**src/rtl/speech_bit_seq.sv**
```systemverilog
module speech_bit_seq #(
  parameter int STEP_DIV = 156,
  parameter int ADDR_W   = 12
) (
  input  logic              clk,
  input  logic              rst_n,
  input  logic              ctl_we,
  input  logic [4:0]        ctl_data,
  input  logic              bit_req,
  input  logic [7:0]        rom_data,
  output logic [ADDR_W:0]   rom_addr,
  output logic              bit_out,
  output logic              speak,
  output logic              dclk,
  output logic              busy
);
  localparam int DIV_W = (STEP_DIV > 2) ? $clog2(STEP_DIV) : 1;
  localparam logic [DIV_W-1:0] DIV_LAST = DIV_W'(STEP_DIV - 1);

  // entry fields: {stop, clear_addr, speak, dclk_low}
  function automatic logic [3:0] seq_entry(input logic [3:0] i);
    case (i)
      4'd2, 4'd5, 4'd8: seq_entry = 4'b0001;
      4'd10:            seq_entry = 4'b0100;
      4'd12, 4'd14:     seq_entry = 4'b0010;
      4'd13:            seq_entry = 4'b0011;
      4'd15:            seq_entry = 4'b1010;
      default:          seq_entry = 4'b0000;
    endcase
  endfunction

  logic [4:0]        step_cnt;
  logic [DIV_W-1:0]  div;
  logic              running;
  logic [ADDR_W-1:0] addr;
  logic              bank;
  logic [2:0]        lane;

  wire       at_end  = step_cnt[4];
  wire       tick    = running && (div == DIV_LAST);
  wire       kick    = ctl_we && at_end;
  wire       do_step = kick || (tick && !ctl_we);
  wire [3:0] idx     = kick ? 4'd0 : step_cnt[3:0];
  wire [3:0] ent     = seq_entry(idx);

  assign rom_addr = {bank, addr};
  assign busy     = running;

  always_ff @(posedge clk or negedge rst_n) begin
    if (!rst_n) begin
      step_cnt <= 5'd16;
      div      <= '0;
      running  <= 1'b0;
      speak    <= 1'b0;
      dclk     <= 1'b1;
    end else if (ctl_we && !at_end) begin
      step_cnt <= 5'd0;
      div      <= '0;
    end else if (do_step) begin
      step_cnt <= {1'b0, idx} + 5'd1;
      div      <= '0;
      running  <= !ent[3];
      speak    <= ent[1];
      dclk     <= !ent[0];
    end else if (running) begin
      div <= div + 1'b1;
    end
  end

  always_ff @(posedge clk or negedge rst_n) begin
    if (!rst_n) begin
      lane <= 3'd0;
      bank <= 1'b0;
    end else if (ctl_we) begin
      lane <= {ctl_data[0], ctl_data[1], ctl_data[2]};
      if (ctl_data[4:3] == 2'd1)      bank <= 1'b1;
      else if (ctl_data[4:3] == 2'd3) bank <= 1'b0;
    end
  end

  always_ff @(posedge clk or negedge rst_n) begin
    if (!rst_n) begin
      addr    <= '0;
      bit_out <= 1'b0;
    end else begin
      if (do_step && ent[2])  addr <= '0;
      else if (bit_req)       addr <= addr + 1'b1;
      if (bit_req) bit_out <= rom_data[lane];
    end
  end
endmodule

```
**config.mk**
```make
export PLATFORM = sky130hd
export DESIGN_NAME = speech_bit_seq
export DESIGN_NICKNAME = d
export VERILOG_FILES = /design/src/rtl/speech_bit_seq.sv
export SDC_FILE = /design/constraint.sdc
export NUM_CORES = 1
export LEC_CHECK = 0
export ABC_AREA = 1
export BUFFER_PORTS_ARGS = -buffer_cell sky130_fd_sc_hd__buf_2
export CAP_MARGIN = 20
export CELL_PAD_IN_SITES_DETAIL_PLACEMENT = 0
export CELL_PAD_IN_SITES_GLOBAL_PLACEMENT = 2
export CORE_MARGIN = 4
export CORE_UTILIZATION = 28
export CTS_CLUSTER_SIZE = 20
export DETAILED_ROUTE_END_ITERATION = 12
export GPL_TIMING_DRIVEN = 1
export PLACE_DENSITY = 0.71
export REMOVE_ABC_BUFFERS = 1
export SYNTH_ARGS = -nofsm -noshare
export SYNTH_HDL_FRONTEND = slang
export SYNTH_SLANG_ARGS = --single-unit
```
**constraint.sdc**
```tcl
create_clock -name clk -period 1.6 [get_ports clk]
set_clock_uncertainty 0.1 [all_clocks]
set_input_delay 0.32 -clock clk [delete_from_list [all_inputs] [get_ports clk]]
set_output_delay 0.32 -clock clk [all_outputs]
set_load 0.02 [all_outputs]
```
==> metrics.txt <==
required time of the critical path around 1.7 ns; design area 2550 um^2; total vias in the final route 1,707; post-route insts no fill 410; # port buffers 33; cells along the critical path nand2_4 -> inv_4 -> nor2_2 -> inv_2 -> ha_4 -> nand2_4 -> nor2_4 -> buf_6 -> nand2_8 -> nand2_4 -> nor2_2; Initial Utilization 0.289; clock sink count 33; n_diodes 0; crit end category register; Syn Inst Count 263; final WL around 4700 um; Worst Tran Pin Value between 0.2 and 0.3 ns; largest net degree at the start of global routing 34; GP Congestion approximately 0.72; synth warn 0; final setup fails 0; vias in the first global route about 1,700; RSZ-0062 raised after global routing yes; Root Driver clkbuf_8; Reg2Reg Depth 11; post-synthesis sequential area ratio 0.419; Synth Flop Type dfrtp_1; H-tree Lvls 2; crit path launch step_cnt[4]; Routed Antenna Nets 0; site row count 30; max incr delay on CP between 0.5 and 0.6 ns; Final nets 336; status completed; Setup CP Type reg2reg; crit path DAT between 1.5 and 2 ns; DR DRC count 0; worst-skew pair later-pin latency slightly below 0.3 ns; synthesized area a little under 2000 um^2; Worst VDD drop between 0.0003 and 0.0004 V; WHS Path Cells 2; count of cell types in the netlist 27; die height ~90 um; CTS max path bufs 2; layout cells sized above 1 0.290; Layout Area Growth over Synthesis 28.9%; Die ar. 8470 um^2; Pre-Repair DR Iteration Count 4; grt ovf 0; startpoint of the worst hold path ctl_data[4]; dpl hpwl 3480 um; GRT Total Usage 0.119; DR vias/cell about 4.2; LEAKAGE roughly 1.3 nW; startpoint types register; Max Cap Viol 0; Area after DPL around 2300 um^2; DRT iter0 DRCs 36; I/O pin count 34; fin crit share 0.991; TritonCTS buffer count 5; Worst R2R Start step_cnt[4]; core area 6830 um^2; WL/cell around 11 um; min Tclk post-route around 1.6 ns; setup TNS 0 ns; class of the worst hold path in2reg; slowest CP cell dfstp_2; Final Hold Vio Count 0; power density cells between 1000 and 1500 nW/um^2; #FFs+latches synth 33; Max Freq ~630 MHz; initial antenna violation count 0; Slew Viols, Final 0; clock-pin slew on the worst setup and hold paths about 0.08 ns; Avg Cell Area, Syn roughly 7.5 um^2; Synth async-reset ratio 1.00; Worst slew margin 0.817; Post-synth EDFFs 0; global-route wire length before repair roughly 8100 um; Die X 92.0 um; CTS tree done; critical path peak fanout 4; Worst path most repeated cell nand2_4; # placed instances 399
-- synthesized netlist by cell type, types with 3 or more instances --
library cell	instances	area share
ha_1	6	0.038
a21oi_1	4	0.010
inv_1	40	0.076
dfrtp_1	31	0.39
xor2_1	5	0.022
inv_2	3	0.0057
nand4_1	3	0.0095
nor3_1	5	0.013
o21ai_1	5	0.013
nor2_4	3	0.017
nor2_1	33	0.063
o21ai_0	9	0.023
nand2_4	3	0.017
nand3_1	20	0.051
nand2_1	75	0.14
-- metrics by stage --
stage          total power, W  setup slack [ns]   util  hold WS [ns]
2_1_floorplan         0.00184           -0.0822      -       -0.0756
3_3_place_gp          0.00222           -0.0750  0.340         0.203
3_5_place_dp          0.00222            -0.110  0.340         0.196
4_1_cts               0.00287          0.000904  0.356        0.0890
5_1_grt               0.00314           -0.0484  0.373         0.112
6_report              0.00289            0.0139  0.373         0.102
-- cell families after synthesis --
| family | after synthesis | share of synthesized area |
|---|---|---|
| compound gates | 21 | 0.0570 |
| xor+xnor | 7 | 0.0310 |
| fa+ha+maj | 6 | 0.0380 |
| buf+inv | 46 | 0.0949 |
| flops | 33 | 0.419 |
| simple gates | 150 | 0.360 |
-- critical path: cells and delay by family, from the launching register on --
family | cells | cell delay, ns
buffers and inverters | 3 | 0.25
and+or+nand+nor | 7 | 0.44
adders and majority gates | 1 | 0.14
DFF | 1 | 0.56
-- layout by cell type (no fill, tap or decap), drive strengths merged, types with 3 or more instances in the layout --
cell type,instances
nand2,82
buf,45
inv,43
nor2,37
dfrtp,31
nand3,22
o21ai,14
clkbuf,6
nor3,6
ha,6
xor2,5
a21oi,4
nand4,3
-- timing repair --
item	CTS	global route
pin swaps	3	8
hold endpoints to repair	31	0
hold buffers	1	0
resized for setup	4	31
buffers inserted	1	1
setup endpoints to repair	11	16
-- report_power, final --
group          total [W]  switching (W)  internal [W]  leakage [nW]
clock network   0.000621       0.000319      0.000302        0.0450
logic            0.00106       0.000650      0.000409         0.858
registers        0.00121       0.000191       0.00102         0.399
-- metal layers --
metal	vias to the layer above	GRT usage	routed length, um
met4	0	0.0408	76
li1	911	-	-
met5	-	0	0
met1	758	0.160	2260
met2	30	0.187	2110
met3	8	0.0271	225
-- layout make-up --
type | count | area [um^2]
Timing Repair Buffer | 46 | 285
Tap cell | 96 | 120
Clock inverter | 2 | 10.0
Sequential cell | 33 | 828
Fill cell | 750 | 4280
Inverter | 43 | 171
Multi-Input combinational cell | 184 | 1060
Clock buffer | 6 | 72.6
-- flip-flops by register name, indices dropped and copies added (netlist names) --
| register | count |
|---|---|
| speak | 1 |
| dclk | 1 |
| step_cnt | 5 |
| busy | 1 |
| lane | 3 |
| addr | 12 |
| bank | 1 |
| bit_out | 1 |
| div | 8 |
-- worst paths after layout --
path / end / slack (ns)
max in group asynchronous: step_cnt[4] / 0.73
min in group asynchronous: addr[3] / 0.43
worst max-delay path: addr[6] / 0.01
worst min-delay path: bank / 0.10
worst min register to register: dclk / 0.38
worst max register to register: addr[6] / 0.01
No activity file was read; power rests on OpenSTA's default activity.
